<file path="src/rtl/usb_cg_pkg.sv">
package usb_cg_pkg;

    localparam int REG_ADDR_W = 4;
    localparam int REG_DATA_W = 32;

    localparam logic [REG_ADDR_W-1:0] OFS_CTRL = 4'h0;
    localparam logic [REG_ADDR_W-1:0] OFS_STAT = 4'h4;

    localparam int CTRL_DEV_BIT = 0;
    localparam int CTRL_MST_BIT = 1;
    localparam int CTRL_BITS    = 2;

    typedef struct packed {
        logic mst_force;
        logic dev_req;
    } ctrl_t;

endpackage

</file>
<file path="src/rtl/usb_cg_idle_timer.sv">
module usb_cg_idle_timer #(
    parameter int LIMIT = 144000
) (
    input  logic clk,
    input  logic rst_n,
    input  logic clear,
    output logic suspended
);
    localparam int CW = $clog2(LIMIT + 1);
    localparam logic [CW-1:0] LIM = CW'(LIMIT);

    typedef struct packed {
        logic [CW-1:0] cnt;
    } idle_st_t;

    idle_st_t st_d, st_q;

    always_comb begin
        st_d = st_q;
        if (clear) begin
            st_d.cnt = '0;
        end else if (st_q.cnt != LIM) begin
            st_d.cnt = st_q.cnt + 1'b1;
        end
    end

    always_ff @(posedge clk or negedge rst_n) begin
        if (!rst_n) st_q <= '0;
        else        st_q <= st_d;
    end

    assign suspended = (st_q.cnt == LIM);

    p_suspend_after_idle_r2: assert property (@(posedge clk) disable iff (!rst_n)
        $rose(suspended) |-> !$past(clear));

    p_wake_on_activity_r3: assert property (@(posedge clk) disable iff (!rst_n)
        clear |=> !suspended);

endmodule

</file>
<file path="src/rtl/usb_cg_hold_timer.sv">
module usb_cg_hold_timer #(
    parameter int HOLD = 96000
) (
    input  logic clk,
    input  logic rst_n,
    input  logic clear,
    input  logic strobe,
    output logic active
);
    localparam int CW = $clog2(HOLD + 1);
    localparam logic [CW-1:0] RELOAD = CW'(HOLD);

    typedef struct packed {
        logic [CW-1:0] left;
    } hold_st_t;

    hold_st_t st_d, st_q;

    always_comb begin
        st_d = st_q;
        if (clear) begin
            st_d.left = '0;
        end else if (strobe) begin
            st_d.left = RELOAD;
        end else if (st_q.left != '0) begin
            st_d.left = st_q.left - 1'b1;
        end
    end

    always_ff @(posedge clk or negedge rst_n) begin
        if (!rst_n) st_q <= '0;
        else        st_q <= st_d;
    end

    assign active = (st_q.left != '0);

    p_strobe_starts_hold_r5: assert property (@(posedge clk) disable iff (!rst_n)
        (strobe && !clear) |=> active);

    p_hold_ends_quietly_r5: assert property (@(posedge clk) disable iff (!rst_n)
        $fell(active) |-> !$past(strobe));

endmodule

</file>
<file path="src/rtl/usb_cg_sync.sv">
module usb_cg_sync #(
    parameter int WIDTH  = 2,
    parameter int STAGES = 2
) (
    input  logic             clk,
    input  logic             rst_n,
    input  logic [WIDTH-1:0] din,
    output logic [WIDTH-1:0] dout
);
    logic [WIDTH-1:0] stage_d [STAGES];
    logic [WIDTH-1:0] stage_q [STAGES];

    always_comb begin
        stage_d[0] = din;
        for (int i = 1; i < STAGES; i++) begin
            stage_d[i] = stage_q[i-1];
        end
    end

    for (genvar g = 0; g < STAGES; g++) begin : g_stage
        always_ff @(posedge clk or negedge rst_n) begin
            if (!rst_n) stage_q[g] <= '0;
            else        stage_q[g] <= stage_d[g];
        end
    end

    assign dout = stage_q[STAGES-1];

endmodule

</file>
<file path="src/rtl/usb_cg_regs.sv">
module usb_cg_regs
    import usb_cg_pkg::*;
(
    input  logic                  clk,
    input  logic                  rst_n,
    input  logic                  pwr_en,
    input  logic                  reg_valid,
    input  logic                  reg_write,
    input  logic [REG_ADDR_W-1:0] reg_addr,
    input  logic [REG_DATA_W-1:0] reg_wdata,
    input  logic [CTRL_BITS-1:0]  status,
    output logic                  reg_ready,
    output logic [REG_DATA_W-1:0] reg_rdata,
    output ctrl_t                 ctrl
);
    localparam int PAD_W = REG_DATA_W - CTRL_BITS;

    ctrl_t ctrl_d, ctrl_q;
    logic  wr_ctrl;
    logic  unused_wdata;

    assign unused_wdata = ^reg_wdata[REG_DATA_W-1:CTRL_BITS];
    assign wr_ctrl      = reg_valid && reg_write && (reg_addr == OFS_CTRL);

    always_comb begin
        ctrl_d = ctrl_q;
        if (!pwr_en) begin
            ctrl_d = '0;
        end else if (wr_ctrl) begin
            ctrl_d.dev_req   = reg_wdata[CTRL_DEV_BIT];
            ctrl_d.mst_force = reg_wdata[CTRL_MST_BIT];
        end
    end

    always_ff @(posedge clk or negedge rst_n) begin
        if (!rst_n) ctrl_q <= '0;
        else        ctrl_q <= ctrl_d;
    end

    always_comb begin
        reg_rdata = '0;
        if (reg_valid && !reg_write) begin
            unique case (reg_addr)
                OFS_CTRL: reg_rdata = {{PAD_W{1'b0}}, ctrl_q};
                OFS_STAT: reg_rdata = {{PAD_W{1'b0}}, status};
                default:  reg_rdata = '0;
            endcase
        end
    end

    assign reg_ready = reg_valid;
    assign ctrl      = ctrl_q;

    p_stat_write_ignored_r10: assert property (@(posedge clk) disable iff (!rst_n)
        (reg_valid && reg_write && (reg_addr == OFS_STAT) && pwr_en) |=> $stable(ctrl_q));

    p_power_off_clears_r9: assert property (@(posedge clk) disable iff (!rst_n)
        !pwr_en |=> (ctrl_q == '0));

endmodule

</file>
<file path="src/rtl/usb_clkgate_ctrl.sv">
module usb_clkgate_ctrl
    import usb_cg_pkg::*;
#(
    parameter int SUSPEND_CYCLES  = 144000,
    parameter int DMA_HOLD_CYCLES = 96000,
    parameter int SYNC_STAGES     = 2
) (
    input  logic        clk,
    input  logic        rst_n,
    input  logic        pwr_en,
    input  logic        bus_active,
    input  logic        dma_access,
    input  logic        reg_valid,
    input  logic        reg_write,
    input  logic [3:0]  reg_addr,
    input  logic [31:0] reg_wdata,
    output logic        reg_ready,
    output logic [31:0] reg_rdata,
    output logic        slave_clk_en,
    output logic        dev_clk_en,
    output logic        mst_clk_en,
    output logic        suspended,
    output logic        need_clk
);
    ctrl_t                ctrl;
    logic                 idle_clear;
    logic                 hold_clear;
    logic                 hold_strobe;
    logic                 hold_active;
    logic [CTRL_BITS-1:0] enables;
    logic [CTRL_BITS-1:0] status;

    assign idle_clear  = bus_active || !pwr_en;
    assign hold_clear  = !pwr_en;
    assign hold_strobe = dma_access && pwr_en;

    usb_cg_idle_timer #(.LIMIT(SUSPEND_CYCLES)) u_idle (
        .clk       (clk),
        .rst_n     (rst_n),
        .clear     (idle_clear),
        .suspended (suspended)
    );

    usb_cg_hold_timer #(.HOLD(DMA_HOLD_CYCLES)) u_hold (
        .clk    (clk),
        .rst_n  (rst_n),
        .clear  (hold_clear),
        .strobe (hold_strobe),
        .active (hold_active)
    );

    usb_cg_regs u_regs (
        .clk       (clk),
        .rst_n     (rst_n),
        .pwr_en    (pwr_en),
        .reg_valid (reg_valid),
        .reg_write (reg_write),
        .reg_addr  (reg_addr),
        .reg_wdata (reg_wdata),
        .status    (status),
        .reg_ready (reg_ready),
        .reg_rdata (reg_rdata),
        .ctrl      (ctrl)
    );

    always_comb begin
        slave_clk_en = pwr_en;
        dev_clk_en   = pwr_en && (!suspended || ctrl.dev_req);
        mst_clk_en   = pwr_en && (hold_active || ctrl.mst_force);
        enables      = '0;
        enables[CTRL_DEV_BIT] = dev_clk_en;
        enables[CTRL_MST_BIT] = mst_clk_en;
    end

    usb_cg_sync #(.WIDTH(CTRL_BITS), .STAGES(SYNC_STAGES)) u_sync (
        .clk   (clk),
        .rst_n (rst_n),
        .din   (enables),
        .dout  (status)
    );

    assign need_clk = |status;

    p_power_off_gates_r9: assert property (@(posedge clk) disable iff (!rst_n)
        !pwr_en |-> (!dev_clk_en && !mst_clk_en));

    p_req_holds_dev_r4: assert property (@(posedge clk) disable iff (!rst_n)
        (ctrl.dev_req && pwr_en) |-> dev_clk_en);

    p_force_holds_mst_r6: assert property (@(posedge clk) disable iff (!rst_n)
        (ctrl.mst_force && pwr_en) |-> mst_clk_en);

    p_suspend_gates_dev_r2: assert property (@(posedge clk) disable iff (!rst_n)
        (suspended && !ctrl.dev_req) |-> !dev_clk_en);

endmodule

</file>
<file path="config.mk">
export PLATFORM = sky130hd
export DESIGN_NAME = usb_clkgate_ctrl
export DESIGN_NICKNAME = d
export VERILOG_FILES = /design/src/rtl/usb_cg_pkg.sv /design/src/rtl/usb_cg_idle_timer.sv /design/src/rtl/usb_cg_hold_timer.sv /design/src/rtl/usb_cg_sync.sv /design/src/rtl/usb_cg_regs.sv /design/src/rtl/usb_clkgate_ctrl.sv
export SDC_FILE = /design/constraint.sdc
export NUM_CORES = 1
export LEC_CHECK = 0
export ABC_AREA = 0
export BUFFER_PORTS_ARGS = -buffer_cell sky130_fd_sc_hd__buf_2
export CORE_ASPECT_RATIO = 0.5
export CORE_UTILIZATION = 50
export CTS_CLUSTER_DIAMETER = 50
export DETAILED_ROUTE_END_ITERATION = 10
export GPL_ROUTABILITY_DRIVEN = 0
export GPL_TIMING_DRIVEN = 1
export HOLD_SLACK_MARGIN = 0.02
export PLACE_DENSITY = 0.76
export SLEW_MARGIN = 15
export SYNTH_ARGS = -nofsm -noshare
export SYNTH_HDL_FRONTEND = slang
export SYNTH_SLANG_ARGS = --single-unit
</file>
<file path="constraint.sdc">
create_clock -name clk -period 1.9 [get_ports clk]
set_input_delay 0.095 -clock clk [delete_from_list [all_inputs] [get_ports clk]]
set_output_delay 0.095 -clock clk [all_outputs]
set_load 0.005 [all_outputs]
</file>
Word-level counts from Yosys, hierarchy flattened
Cells that the tools add are included.
{"block": "op_classes", "n_addsub": 2, "n_reduce_logical": 16, "n_eq_ne": 5, "mux": 9}
{"operator": "$mux W17", "n": 3}
{"operator": "$mux W18", "n": 2}
{"operator": "$mux W32", "n": 1}
{"operator": "$add A18 B1 Y18 const B", "n": 1}
{"operator": "$eq A18 B18 Y1 const B", "n": 1}
{"operator": "$ne A18 B18 Y1 const B", "n": 1}
{"operator": "$reduce_bool A17 Y1", "n": 1}
{"operator": "$sub A17 B1 Y17 const B", "n": 1}
{"operator": "$logic_and A1 B1 Y1", "n": 6}
{"operator": "$eq A4 B3 Y1 const B", "n": 1}
{"operator": "$logic_not A4 Y1", "n": 1}
{"operator": "$mux W2", "n": 2}
{"operator": "$pmux W2 S2", "n": 1}
{"operator": "$logic_not A1 Y1", "n": 3}
{"operator": "$logic_or A1 B1 Y1", "n": 3}
{"operator": "$ne A3 B1 Y1 const B", "n": 1}
{"operator": "$ne A2 B1 Y1 const B", "n": 1}
{"operator": "$reduce_bool A2 Y1", "n": 1}
{"operator": "$reduce_or A2 Y1", "n": 1}
{"block": "word_totals", "out_inout_bits": 38, "word_cells": 38, "ff_bits": 41}

Logic depth before layout (Yosys ltp)
{"block": "depth", "depth_word": 4, "depth_mapped": 8, "ltp_nobuf": 7}

Hierarchy
From an unflattened synthesis, not the netlist that was laid out.
{"block": "hier_totals", "cells_unflattened": 266, "hier_area_um2": 2476.1}
{"mod": "usb_cg_idle_timer", "cells_per_inst": 102, "area_each_um2": 975.9, "n_inst": 1, "seq_area_each_um2": 450.4}
{"mod": "usb_cg_hold_timer", "cells_per_inst": 103, "area_each_um2": 957.2, "n_inst": 1, "seq_area_each_um2": 425.4}
{"mod": "usb_cg_regs", "cells_per_inst": 48, "area_each_um2": 389.1, "n_inst": 1, "seq_area_each_um2": 50.0}
{"mod": "usb_cg_sync", "cells_per_inst": 4, "area_each_um2": 100.1, "n_inst": 1, "seq_area_each_um2": 100.1}
{"mod": "usb_clkgate_ctrl", "cells_per_inst": 9, "area_each_um2": 53.8, "n_inst": 1, "seq_area_each_um2": 0.0}

Least setup slack after synthesis
No wires, ideal clock.
{"block": "synth_timing", "path_type": "register to register", "from": "register u_hold.st_q[0] (netlist bit)", "to": "register u_hold.st_q[15] (netlist bit)", "path_slack_ps": 256, "required_ps": 1773, "setup_time_ps": 127, "t_arrival_ps": 1517, "stages_incl_launch_ff": 8, "synth_period_minus_slack_ps": 1644, "path_buffers": 0, "cell_sequence": "dfrtp_1 inv_1 ha_1 nor3b_1 and2_4 nand2_4 nand3_1 mux2_1"}
{"block": "synth_between", "elab_chain_cells": 4, "word_cells_on_any_way": 6, "classes_between": "add/sub (1); eq/ne (1); mux (3); reduce/logical (1)"}
{"item": "start, declared", "line": "usb_cg_hold_timer.sv:17", "rtl": "hold_st_t st_d, st_q;"}
{"item": "start signal, assigned", "line": "usb_cg_hold_timer.sv:32", "rtl": "else st_q <= st_d;"}
{"item": "$sub A17 B1 Y17", "line": "usb_cg_hold_timer.sv:26", "rtl": "st_d.left = st_q.left - 1'b1;"}
{"item": "$mux W17", "line": "usb_cg_hold_timer.sv:25", "rtl": "end else if (st_q.left != '0) begin"}
{"item": "$mux W17", "line": "usb_cg_hold_timer.sv:23", "rtl": "end else if (strobe) begin"}
{"item": "$mux W17", "line": "usb_cg_hold_timer.sv:21", "rtl": "if (clear) begin"}
Parallel ways exist; a longest one is shown, timed or not. The select of a mux whose other input is x is not followed.
A chain may end at the register's enable or synchronous reset.

Final worst setup path
{"block": "layout_timing", "from": "register u_hold.st_q[1] (netlist bit)", "to": "output mst_clk_en"}
{"block": "layout_between", "elab_chain_cells": 3}
{"item": "$reduce_bool A17 Y1", "line": "usb_cg_hold_timer.sv:35", "rtl": "assign active = (st_q.left != '0);"}
{"item": "$logic_or A1 B1 Y1", "line": "usb_clkgate_ctrl.sv:69", "rtl": "mst_clk_en = pwr_en && (hold_active || ctrl.mst_force);"}
{"item": "$logic_and A1 B1 Y1", "line": "usb_clkgate_ctrl.sv:69"}
{"item": "end, declared", "line": "usb_clkgate_ctrl.sv:21", "rtl": "output logic mst_clk_en,"}
No other way between the ends.

==> impl_results.md <==
* Synth Area in XOR/XNOR at between 8 and 9%
* Ys flop type: dfrtp_1
* Area grow syn2layout at 11.3%
* Gr ovfl total at 0
* Simple-Gate Fraction of Synth Area at 24.5%
* Port-buffer cells at 20
* Routed WL per cell at 12.3 um
* Switching Share at about 30%
* Largest net degree at the start of global routing at 22
* Max Freq at 0.534 GHz
* Sequential power share at approximately half
* Final setup fails at 0
* Synth unique cells at 52
* Final period utilization at 98.6%
* Multiplexer share of the synthesized area at under 10%
* First-pass GRT wire length at 7120 um
* Via count at 1753
* Buf+Inv Stages, Crit Path at 2
* CP arrival at 1.78 ns
* Yosys warning count at 0
* Flops & latches, synth at 41
* Vias/cell at between 4 and 5
* Initial core utilization at between 50% and 60%
* Synthesized area per cell at 9.67 sq um
* CP Class: reg -> out
* Final Hold Vio Count at 0
* DP Area at 0.00249 sq mm
* First-pass DRT Iterations at 4
* WL final at 4360 um
* Part of the power in the clock network at between 20% and 30%
* Vias in the first global route at around 1600
* Core area at 0.00455 sq mm
* Minimum clock period at 1.87 ns
* TritonCTS Buffers at 5
* CTS Buffer Depth at 2
* Crit path largest cell delay at around 0.4 ns
* Maxcap violations at 0
* Number of synthesized flops with an enable pin at 0
* Worst-Skew Late Latency at around 0.29 ns
* CP endpoint kind: output pin
* Root buf cell: clkbuf_8
* Gate power share at 20.8%
* Max Slew Vio Count at 0
* Family with the most delay on the worst path: simple AND/OR/NAND/NOR gates
* Inserted Diodes at 0
* Global-route total usage across every layer at 18.0%
* Synthesized-area fraction occupied by adder cells at 1.53%
* Clk pin slew, worst setup/hold paths at ~0.08 ns
* Post-route setup TNS at 0 ns
* Final core utilization at 59.8%
* Layout cells sized above 1 at 24.4%
* Syn Inst Count at 253
* Main combinational cell family by area after synthesis: simple AND/OR/NAND/NOR gates
* Initial antenna violation count at 0
* Critical path peak fanout at 9
* Critical path, cell by cell: inv_1, ha_2, nor3b_4, and2_4, nand2_8, o21a_1, buf_2
* Seq/Total Area, Yosys at 41.9%
* Clock Skew at around 0.011 ns
* DR iter-0 viols at 63
* Setup crit start kind: flop
* Asr flop ratio synth at 100%
* Die Span Y at 51.5 um
* DR DRC count at 0
* CTS Sinks at 41
* Die W at between 100 and 150 um
* Mapped cell area at 0.00245 sq mm
* Filler Cell Count at 364
* Pwr Density at 707 mW/mm^2
* Int Pwr at 1350 uW
* P_leak at 0.00125 uW
* Hold Path Class: in -> reg
* Die area at 0.00519 sq mm
* Final design instance area without fill at around 0.0027 sq mm
* Slew HR at a little over half
* Unrepaired setup endpoints after global routing: true
* Detailed placer's ending HPWL at 3090 um
* Worst Path Required at between 1.5 and 2 ns
* Peak VDD IR at 0.363 mV
* Slowest cell on the critical path: dfrtp_1
* # H-tree levels at 2
* TritonCTS clock tree: built
* Final antenna-violating net count at 0
* P_sw at 572 uW
* Num rows at 17
* Placed cells at 335
* Status: finished, final reports clean
* Total I/O pin count at 81
* Synth Area in Compound Gates at 8.29%
* Dpl ws at 0.110 ns
* Non-Filler Instances at 353
* Nets@finish at around 330
* Worst-Margin Slew at 0.680 ns
* PnR worst setup slack at around 0.027 ns
## cell usage in the layout, fill, tap and decap left out, drive strengths merged, types with 5 or more instances in the layout
| cell | netlist | final |
|---|---|---|
| dfrtp | 41 | 41 |
| nor2 | 38 | 38 |
| buf | 34 | 34 |
| conb | 1 | 30 |
| xnor2 | 14 | 14 |
| nand2 | 14 | 14 |
| nand3 | 12 | 12 |
| a21oi | 12 | 12 |
| xor2 | 9 | 9 |
| inv | 9 | 9 |
| nor3 | 8 | 8 |
| clkbuf | 4 | 6 |
| mux2i | 5 | 5 |
| nand4 | 5 | 5 |
## metal layers
layer | share of wire, % | global-route usage, % | wire length, um | up-vias
met5 | 0 | 0 | 0 | -
met4 | 1.3 | 6.28 | 55 | 0
met2 | 49 | 31.2 | 2140 | 51
met1 | 46 | 22.7 | 1990 | 839
li1 | - | - | - | 856
met3 | 4.1 | 3.97 | 177 | 7
## cell usage after synthesis, types with 3 or more instances
master	n	area [sq um]
nor2_1	38	143
nand4_1	4	25.0
ha_1	3	37.5
inv_1	9	33.8
clkbuf_1	4	15.0
nor3_1	4	20.0
dfrtp_1	41	1030
nand2b_1	4	25.0
o21ai_0	3	15.0
xnor2_1	14	123
buf_4	32	240
a21oi_1	10	50.1
nand3_1	12	60.1
xor2_1	9	78.8
nor3_4	3	48.8
and3_1	4	25.0
nand2_1	13	48.8
or3_1	3	18.8
mux2i_1	5	50.1
## layout make-up
cell class                      count  area (sq um)  share of cell area, %
Tap cell                           66          82.6                   3.03
Inverter                            9          33.8                   1.24
Timing Repair Buffer               35           215                   7.90
Multi-Input combinational cell    194          1280                   46.9
Clock buffer                        6          72.6                   2.67
Clock inverter                      2          10.0                  0.368
Sequential cell                    41          1030                   37.9
## stage by stage
stage	power, uW	hold slack, ns
2_1_floorplan	1310	-0.201
3_3_place_gp	1330	0.0635
3_5_place_dp	1340	0.0765
4_1_cts	1910	0.0763
5_1_grt	2030	0.101
6_report	1920	0.0791
## worst paths after layout
check                                                  from                     endpoint  slack [ns]  depth (start not counted)
worst max-delay path             u_hold.st_q[1]$_DFFE_PN0P_                   mst_clk_en        0.03                          7
worst min-delay path                           reg_wdata[1]   u_regs.ctrl[1]$_DFFE_PN0P_        0.08                          3
worst max register to register   u_hold.st_q[1]$_DFFE_PN0P_  u_hold.st_q[12]$_DFFE_PN0P_        0.15                          8
worst min register to register  u_sync.stage_d[1]$_DFF_PN0_     u_sync.dout[1]$_DFF_PN0_        0.34                          0
max in group asynchronous                             rst_n   u_idle.st_q[6]$_DFFE_PN0P_        1.07                          3
min in group asynchronous                             rst_n   u_hold.st_q[6]$_DFFE_PN0P_        0.29                          2
## power groups by stage
stage,Combinational (uW),Clock [uW],Sequential [uW]
after floorplan,334,0,974
after global placement,349,0,980
after detailed placement,359,0,983
after CTS,372,567,968
after global routing,448,605,977
final,399,554,970
## worst register-to-register path: cells and delay by family, from the launching register on
family	cells	cell delay [ns]
and+or+nand+nor	4	0.58
DFF	1	0.40
buffers and inverters	2	0.25
AOI/OAI and AO/OA	1	0.22
adders and majority gates	1	0.18
## kinds of logic after synthesis
kind of cell | after synthesis
buffers and inverters | 47
AO/OA/AOI/OAI | 28
XOR/XNOR | 23
AND/OR/NAND/NOR | 104
other | 1
flip-flops | 41
multiplexers | 6
adder cells (fa/ha/maj) | 3
## timing repair
item                                    CTS  global route
hold buffers                              1             0
resized for setup                         2            13
setup buffers                             1             8
endpoints found under the setup margin    1             2
pin swaps                                 0             4
hold endpoints to repair                 19             0
## state kept, by name, indices dropped and copies added (netlist names)
signal          cells
u_hold.st_q        17
u_idle.st_q        18
u_regs.ctrl         2
u_sync.dout         2
u_sync.stage_d      2
No activity file was read; power rests on OpenSTA's default activity.
